$ cat config.mk
export PLATFORM = sky130hd
export DESIGN_NAME = lcd_pix_shifter
export DESIGN_NICKNAME = d
export VERILOG_FILES = /design/src/rtl/lcd_pix_shifter.sv
export SDC_FILE = /design/constraint.sdc
export NUM_CORES = 1
export LEC_CHECK = 0
export BUFFER_PORTS_ARGS = -buffer_cell sky130_fd_sc_hd__clkbuf_2
export CAP_MARGIN = 30
export CORE_MARGIN = 4
export CORE_UTILIZATION = 55
export DETAILED_ROUTE_END_ITERATION = 7
export GPL_ROUTABILITY_DRIVEN = 1
export HOLD_SLACK_MARGIN = 0.02
export MAX_ROUTING_LAYER = met4
export PLACE_DENSITY = 0.83
export SYNTH_ARGS = -nofsm -noshare
export SYNTH_HDL_FRONTEND = slang
export SYNTH_SLANG_ARGS = --single-unit
$ cat constraint.sdc
create_clock -name clk -period 5.2 [get_ports clk]
set_clock_uncertainty 0.05 [all_clocks]
set_input_delay 1.56 -clock clk [delete_from_list [all_inputs] [get_ports clk]]
set_output_delay 1.56 -clock clk [all_outputs]
set_load 0.02 [all_outputs]
$ cat src/rtl/lcd_pix_shifter.sv
module lcd_pix_shifter #(
  parameter int MAX_CLOCKS = 1024,
  localparam int CNT_W = $clog2(MAX_CLOCKS + 1)
) (
  input  logic             clk,
  input  logic             rst_n,
  input  logic             line_start,
  input  logic [1:0]       mode_sel,
  input  logic [CNT_W-1:0] line_clocks,
  input  logic             shift_tick,
  input  logic [7:0]       up_data,
  input  logic             up_valid,
  output logic             up_ready,
  input  logic [7:0]       lo_data,
  input  logic             lo_valid,
  output logic             lo_ready,
  output logic [3:0]       pd_up,
  output logic [3:0]       pd_lo,
  output logic             line_done,
  output logic             underrun
);

  localparam logic [1:0] MODE_WIDE  = 2'd1;
  localparam logic [1:0] MODE_SPLIT = 2'd2;

  logic             active;
  logic [CNT_W-1:0] left;
  logic [1:0]       mode_q;
  logic             phase;
  logic [3:0]       hold_up, hold_lo;

  wire wide  = (mode_q == MODE_WIDE);
  wire split = (mode_q == MODE_SPLIT);
  wire fetch = active && shift_tick && (left != '0) && !phase;
  wire have  = split ? (up_valid && lo_valid) : up_valid;

  assign up_ready = fetch && (!split || lo_valid);
  assign lo_ready = fetch && split && up_valid;

  always_ff @(posedge clk) begin
    if (!rst_n) begin
      active    <= 1'b0;
      left      <= '0;
      mode_q    <= '0;
      phase     <= 1'b0;
      hold_up   <= '0;
      hold_lo   <= '0;
      pd_up     <= '0;
      pd_lo     <= '0;
      line_done <= 1'b0;
      underrun  <= 1'b0;
    end else if (line_start) begin
      active    <= 1'b1;
      left      <= line_clocks;
      mode_q    <= mode_sel;
      phase     <= 1'b0;
      hold_up   <= '0;
      hold_lo   <= '0;
      pd_up     <= '0;
      pd_lo     <= '0;
      line_done <= 1'b0;
      underrun  <= 1'b0;
    end else begin
      line_done <= 1'b0;
      if (active && shift_tick) begin
        if (left == '0) begin
          active <= 1'b0;
          pd_up  <= '0;
          pd_lo  <= '0;
        end else begin
          left      <= left - 1'b1;
          line_done <= (left == CNT_W'(1));
          if (phase) begin
            pd_up <= hold_up;
            pd_lo <= split ? hold_lo : 4'd0;
            phase <= 1'b0;
          end else if (!have) begin
            pd_up    <= '0;
            pd_lo    <= '0;
            underrun <= 1'b1;
          end else if (wide) begin
            pd_up <= up_data[7:4];
            pd_lo <= up_data[3:0];
          end else begin
            pd_up   <= up_data[7:4];
            pd_lo   <= split ? lo_data[7:4] : 4'd0;
            hold_up <= up_data[3:0];
            hold_lo <= lo_data[3:0];
            phase   <= 1'b1;
          end
        end
      end
    end
  end

endmodule

# Word level (Yosys, flattened, before mapping)
# Cells that the tools add are included.
# op_classes
add_sub_neg	1
n_eq_ne	4
n_mux	19
bitwise	6
n_reduce_logical	21
# ops
op	n
$mux 4	9
$mux 11	3
$eq 11x1->1 const B	1
$logic_not 11->1	1
$reduce_bool 11->1	1
$sub 11x1->11 const B	1
$logic_and 1x1->1	7
$mux 1	7
$not 1->1	6
$reduce_and 2->1	3
$reduce_and 5->1	1
$reduce_and 4->1	1
$reduce_bool 2->1	2
$reduce_or 4->1	1
$eq 2x1->1 const B	1
$eq 2x2->1 const B	1
$logic_not 1->1	2
$ne 2x2->1 const B	1
$reduce_or 2->1	1
$logic_or 1x1->1	1
# totals
ff_bits	33
inputBits	35
output_inout_bits	12
wordCells	61

# Longest topological paths before layout
# Gate-level depths: netlist (run 1).
# logic_depth
ltp_word	6
mapped_depth	6

# Worst setup path after synthesis (run 1)
# OpenSTA, ideal clock, no wires.
# synth_path
path_kind	in2out
start	in shift_tick
end	out lo_ready
arrival_ps	2613
required_time_ps	3590
setup_slack_ps	977
cell_stages	4
path_cell_list	nand2_1 a41o_1 buf_2 nor3_1
# synth_via
elab_chain_len	5
# synth_rtl
element	line	text
start, declared	10	input logic shift_tick,
$logic_and 1x1->1 (3 in a row)	34	wire fetch = active && shift_tick && (left != '0) && !phase;
$logic_and 1x1->1 (2 in a row)	38	assign lo_ready = fetch && split && up_valid;
end, declared	16	output logic lo_ready,
# No other way between the ends.

# Final worst setup path (run 1)
# Ends and elaborated chain as after synthesis.

==> results.py, run 1 <==
metrics = {
    "die": {
        "die-area_mm2": 0.00401,
        "initial_core_util_pct": 59.1,
        "fp-row-count": 19,
        "io_pins": 47,
        "fp.dieH_um": 63.4,
        "chipWidth_um": 63.4,
        "core_area_mm2": 0.00285,
    },
    "logic_synthesis": {
        "syn_inst": 200,
        "postSynthAreaPerCell_um2": 8.43,
        "synth_area_mm2": 0.00169,
        "synth_top_area_share_pct": 39.2,
        "ys_ff_latch": 33,
        "yosysMostFrequentCell": "dfxtp_1",
        "yosysUniqueCellTypes": 47,
        "ys_top_cells_by_area": "dfxtp_1 39%, o21ai_0 5.6%, nand3_1 5.0%, nor2_1 3.3%, a41o_1 3.0%",
        "ys.flop_type": "dfxtp_1",
        "synth_area_leader_cell": "dfxtp_1",
        "synth_warnings": 0,
        "synth-seq-area-share_pct": 39.2,
        "synth_common_cells": "33 x dfxtp_1, 19 x o21ai_0, 17 x nand3_1, 15 x nor2_1, 11 x nand2_1",
        "syn-num-nets": 237,
        "async_reset_ff_share_pct": 0,
        "synth-edff-count": 0,
    },
    "placed_design": {
        "place_congestion": 0.836,
        "numPortBuffers": 46,
        "hpwl_mm": 2.98,
        "dp.cells": 266,
        "place_ws_ps": 871,
    },
    "global_route": {
        "grt_use_total_pct": 22.1,
        "grt_pass1_wl_mm": 6.93,
        "grt_pass1_vias": 1498,
        "grt_max_degree": 21,
        "grt.overflow.total": 0,
        "antenna_found_initial": 0,
    },
    "clock_tree": {
        "cts_buffer_depth": 2,
        "clk_pin_slew_ps": 100,
        "h-tree-depth": 2,
        "ctsHoldBuffers": 0,
        "cts_tree": "yes",
        "clock_latency_ps": 340,
        "cts_resized": 0,
        "cts_root_buffer": "clkbuf_4",
        "cts_made_buffers": 5,
        "cts_setup_buffers": 0,
        "clock_sinks": 33,
    },
    "timing": {
        "fmax_ghz": 0.230,
        "tightest_slew_ps": 647,
        "period_share_pct": 83.5,
        "setup_slack_ps": 860,
        "finalHoldViolations": 0,
        "rsz0062_at_grt": "no",
        "fin_tns_setup_ps": 0,
        "relSlewSlack_pct": 56.8,
        "period_needed_ps": 4340,
        "slew_violations": 0,
        "setup_violations": 0,
    },
    "setup_path": {
        "crit_arrival_ps": 2730,
        "crit_path_frequent_cell": "clkbuf_2",
        "cp_slowest_cell": "a41o_1",
        "critical_path.max_fanout": 15,
        "crit_chain": "clkbuf_2, nand2_1, a41o_1, nor3_1, clkbuf_2",
        "critical_path_class": "in2out",
        "start_kind": "input port",
        "crit_required_ps": 3590,
        "critPathCaptureType": "primary output",
        "cp_slowest_stage_delay_ps": 430,
    },
    "power_and_ir_drop": {
        "power_density_mw_per_mm2": 281,
        "p_switching_mw": 0.146,
        "p_comb_share_pct": 15.5,
        "p_sw_share_pct": 26.1,
        "p_leak_nw": 0.820,
        "pwr-share-clk_pct": 35.5,
        "pwr-share-seq_pct": 49.0,
        "ir_worst_vdd_mv": 0.221,
        "intPower_mw": 0.414,
    },
    "final_layout": {
        "drive_above_1_share_pct": 25.1,
        "diodes": 0,
        "final_net_count": 279,
        "areaGrowthSynthToFinish_pct": 18.2,
        "fillerInstances": 257,
        "final_cells": 274,
    },
    "routing": {
        "drt_iter0_drc": 118,
        "ant_nets": 0,
        "vias": 1666,
        "routed.top_layer": "met4",
        "wl_met1_mm": 1.96,
        "wl_per_cell_um": 15.3,
        "viasPerCell": 6.08,
        "dr.pass1.iters": 4,
        "drc_errors": 0,
        "wl_met2_mm": 1.92,
        "dr_wl_met3_um": 253,
        "routed_wl_mm": 4.19,
    },
    "min_path": {
        "hold_class": "reg2reg",
    },
    "status": {
        "outcome": "finished, final reports clean",
    },
    "job": {
        "cap_violations": 0,
    },
}
placed cells by master, fill, tap and decap left out, drive strengths merged, types with 5 or more instances in the layout:
cell type / count
o21ai: 20
a31oi: 7
nor2b: 5
inv: 6
dfxtp: 33
nand3: 17
a41o: 5
and2: 6
clkbuf: 53
a21oi: 9
nor2: 15
nand2: 11
metrics by stage:
step	hold slack (ps)	util (%)	total power, mW	area [um2]
after CTS	419	69.8	0.563	1990
after global routing	441	69.8	0.590	1990
after floorplan	399	-	0.336	1690
after global placement	385	66.8	0.363	1910
after detailed placement	394	66.8	0.365	1910
final	412	69.8	0.560	1990
worst paths after layout:
| check | start | end | slack [ps] | depth (start not counted) |
|---|---|---|---|---|
| max | shift_tick | lo_ready | 860 | 5 |
| min | pd_lo[1]$_SDFFE_PP0N_ | pd_lo[1]$_SDFFE_PP0N_ | 410 | 2 |
| max reg2reg | left[0]$_SDFFE_PN0P_ | left[2]$_SDFFE_PN0P_ | 3190 | 5 |
| min reg2reg | pd_lo[1]$_SDFFE_PP0N_ | pd_lo[1]$_SDFFE_PP0N_ | 410 | 2 |
power by group through the flow:
| stage | registers (mW) | logic, mW | clock network [mW] |
|---|---|---|---|
| floorplan | 0.277 | 0.0589 | 0 |
| detailed placement | 0.280 | 0.0850 | 0 |
| global route | 0.276 | 0.0955 | 0.218 |
| global placement | 0.279 | 0.0839 | 0 |
| finish | 0.274 | 0.0866 | 0.199 |
| CTS | 0.274 | 0.0859 | 0.203 |
per-layer routing:
layer | vias to the layer above | GRT usage (%)
li1 | 836 | -
met3 | 8 | 6.04
met1 | 774 | 29.6
met5 | - | -
met2 | 48 | 31.4
met4 | 0 | 8.63
worst max-delay path: cells and delay by family:
family                 cells  cell delay [ps]
AND/OR/NAND/NOR            2              440
AO/OA/AOI/OAI              1              430
buffers and inverters      2              300
state kept, by name, indices dropped and copies added (netlist names):
register	flops
mode_q	2
active	1
pd_lo	4
hold_up	4
phase	1
left	11
hold_lo	4
line_done	1
pd_up	4
underrun	1
area by class of cell:
cell class                      instances  area, um2  area share [%]
Clock buffer                            7       55.1            2.76
Clock inverter                          1       30.0            1.51
Inverter                                7       26.3            1.32
Multi-Input combinational cell        148        943            47.4
Sequential cell                        33        661            33.2
Tap cell                               31       38.8            1.95
Timing Repair Buffer                   47        238            11.9
logic make-up (layout without fill, tap and decap cells):
group                    count (synthesis)  count (layout)  share of synthesized area, %
AO/OA/AOI/OAI                           67              67                          27.3
adder cells (fa/ha/maj)                  2               2                          1.48
buffers and inverters                   19              62                          4.83
flip-flops                              33              33                          39.2
multiplexers                             2               2                          1.19
AND/OR/NAND/NOR                         77              77                          26.0
No activity file was read; power rests on OpenSTA's default activity.
==> inputs of run 2 (changes only) <==
--- a/config.mk
+++ b/config.mk
@@ -8,12 +8,12 @@
 export BUFFER_PORTS_ARGS = -buffer_cell sky130_fd_sc_hd__clkbuf_2
 export CAP_MARGIN = 30
 export CORE_MARGIN = 4
-export CORE_UTILIZATION = 55
+export CORE_UTILIZATION = 51
 export DETAILED_ROUTE_END_ITERATION = 7
 export GPL_ROUTABILITY_DRIVEN = 1
 export HOLD_SLACK_MARGIN = 0.02
 export MAX_ROUTING_LAYER = met4
-export PLACE_DENSITY = 0.83
+export PLACE_DENSITY = 0.78
 export SYNTH_ARGS = -nofsm -noshare
 export SYNTH_HDL_FRONTEND = slang
 export SYNTH_SLANG_ARGS = --single-unit
==> constraint.sdc (replaced) <==
create_clock -name clk -period 4.3 [get_ports clk]
set_clock_uncertainty 0.05 [all_clocks]
set_input_delay 1.29 -clock clk [delete_from_list [all_inputs] [get_ports clk]]
set_output_delay 1.29 -clock clk [all_outputs]
set_load 0.02 [all_outputs]
==> run 2 against run 1 <==
  * Utilization fell by 6.0 points
  * Critical endpoint is now up_ready
  * Setup slack got worse by 150 ps
  * Die area grew 6.8%
  * Non-clock buffer count increased by 1
  * Critical path depth shrank 1
  * Sequential cell count is the same
==> results.py, run 2 (same netlist as run 1, synthesis figures left out) <==
metrics = {
    "status": {
        "outcome": "finished, final reports clean",
    },
    "global_route": {
        "antenna_found_initial": 0,
        "grt_use_total_pct": 21.2,
        "grt_max_degree": 21,
        "grt_pass1_vias": 1573,
        "grt.overflow.total": 0,
        "grt_pass1_wl_mm": 6.95,
    },
    "timing": {
        "relSlewSlack_pct": 58.2,
        "period_share_pct": 83.6,
        "rsz0062_at_grt": "no",
        "fin_tns_setup_ps": 0,
        "setup_violations": 0,
        "period_needed_ps": 3590,
        "finalHoldViolations": 0,
        "fmax_ghz": 0.278,
        "tightest_slew_ps": 626,
        "slew_violations": 0,
    },
    "setup_path": {
        "start_kind": "input port",
        "cp_top_family": "simple AND/OR/NAND/NOR gates",
        "crit_path_frequent_cell": "clkbuf_2",
        "critical_path_class": "in2out",
        "critPathCaptureType": "primary output",
        "crit_chain": "clkbuf_2, or3b_2, and3_1, clkbuf_2",
        "critical_path.max_fanout": 9,
        "cp_slowest_cell": "or3b_2",
        "cp_slowest_stage_delay_ps": 520,
        "crit_arrival_ps": 2250,
        "crit_required_ps": 2960,
        "critPathBufInv": 2,
    },
    "clock_tree": {
        "cts_resized": 0,
        "clock_latency_ps": 340,
        "h-tree-depth": 2,
        "cts_root_buffer": "clkbuf_4",
        "cts_setup_buffers": 0,
        "clk_pin_slew_ps": 100,
        "clock_sinks": 33,
        "ctsHoldBuffers": 0,
        "cts_tree": "yes",
        "cts_made_buffers": 5,
        "cts_buffer_depth": 2,
    },
    "final_layout": {
        "layout_common_cells": "46 x clkbuf_2, 33 x dfxtp_1, 19 x o21ai_0",
        "fin_area_mm2": 0.00198,
        "fillerInstances": 312,
        "layout_commonest_cell": "clkbuf_2",
        "areaGrowthSynthToFinish_pct": 17.6,
        "drive_above_1_share_pct": 25.4,
        "regMostFlops": "left",
        "largest_reg_flops": 11,
        "diodes": 0,
        "final_net_count": 280,
    },
    "die": {
        "die-area_mm2": 0.00429,
        "fp-row-count": 20,
        "chipWidth_um": 65.5,
        "io_pins": 47,
        "fp.dieH_um": 65.5,
        "core_area_mm2": 0.00310,
        "initial_core_util_pct": 54.3,
    },
    "routing": {
        "ant_nets": 0,
        "routed_wl_mm": 4.18,
        "drc_errors": 0,
        "dr.pass1.iters": 4,
        "wl_per_cell_um": 14.5,
        "drt_iter0_drc": 140,
        "vias": 1645,
        "viasPerCell": 5.71,
    },
    "placed_design": {
        "numPortBuffers": 46,
        "place_congestion": 0.858,
        "hpwl_mm": 3.08,
        "placed_cell_area_mm2": 0.00193,
    },
    "job": {
        "cap_violations": 0,
    },
    "power_and_ir_drop": {
        "p_leak_nw": 0.811,
        "ir_worst_vdd_mv": 0.212,
        "power_density_mw_per_mm2": 306,
    },
    "min_path": {
        "hold_class": "reg2reg",
    },
}
==> run 2: changes by cell type in the layout (fill, tap and decap cells not counted) <==
cell / change
buf_4: +1
bufinv_16: -1
clkbuf_8: -1
clkinv_2: +2
==> run 2: stage by stage <==
step           setup slack, ps  util, %  total power, mW  hold slack [ps]  cells
3_5_place_dp               709     62.2            0.442              391    280
2_1_floorplan              617        -            0.407              399    200
4_1_cts                    700     63.9            0.607              414    288
6_report                   706     63.9            0.607              408    288
3_3_place_gp               696     62.2            0.442              386    280
5_1_grt                    659     63.9            0.635              452    288
==> run 2: power breakdown <==
group          leakage, nW  switching (mW)  internal, mW
Sequential           0.270          0.0149         0.317
Clock               0.0320           0.108        0.0622
Combinational        0.509          0.0593        0.0457
Total                0.811           0.182         0.425
==> run 2: per-layer routing <==
layer | GRT usage (%) | wire [um] | up-vias
li1 | - | - | 840
met1 | 26.8 | 2070 | 756
met3 | 5.13 | 209 | 5
met2 | 34.0 | 1870 | 44
met4 | 5.44 | 29 | 0
met5 | - | 0 | -
==> run 2: cell type report <==
| cell class | instances | area, um2 | area share (%) |
|---|---|---|---|
| Timing Repair Buffer | 48 | 245 | 12.4 |
| Multi-Input combinational cell | 148 | 943 | 47.6 |
| Clock buffer | 6 | 41.3 | 2.08 |
| Inverter | 7 | 26.3 | 1.33 |
| Tap cell | 44 | 55.1 | 2.78 |
| Clock inverter | 2 | 10.0 | 0.505 |
| Sequential cell | 33 | 661 | 33.3 |
==> run 2: final timing paths <==
| kind | depth (start not counted) | from | slack, ps | endpoint |
|---|---|---|---|---|
| worst max register to register | 6 | left[0]$_SDFFE_PN0P_ | 2380 | left[2]$_SDFFE_PN0P_ |
| worst max-delay path | 4 | lo_valid | 710 | up_ready |
| worst min-delay path | 2 | pd_lo[0]$_SDFFE_PP0N_ | 410 | pd_lo[0]$_SDFFE_PP0N_ |
| worst min register to register | 2 | pd_lo[0]$_SDFFE_PP0N_ | 410 | pd_lo[0]$_SDFFE_PP0N_ |
==> run 2: worst min-delay path, delay by kind of cell (launching register included) <==
kind,cells,cell delay (ps)
flip-flops,1,340
AO/OA/AOI/OAI,1,50
AND/OR/NAND/NOR,1,40
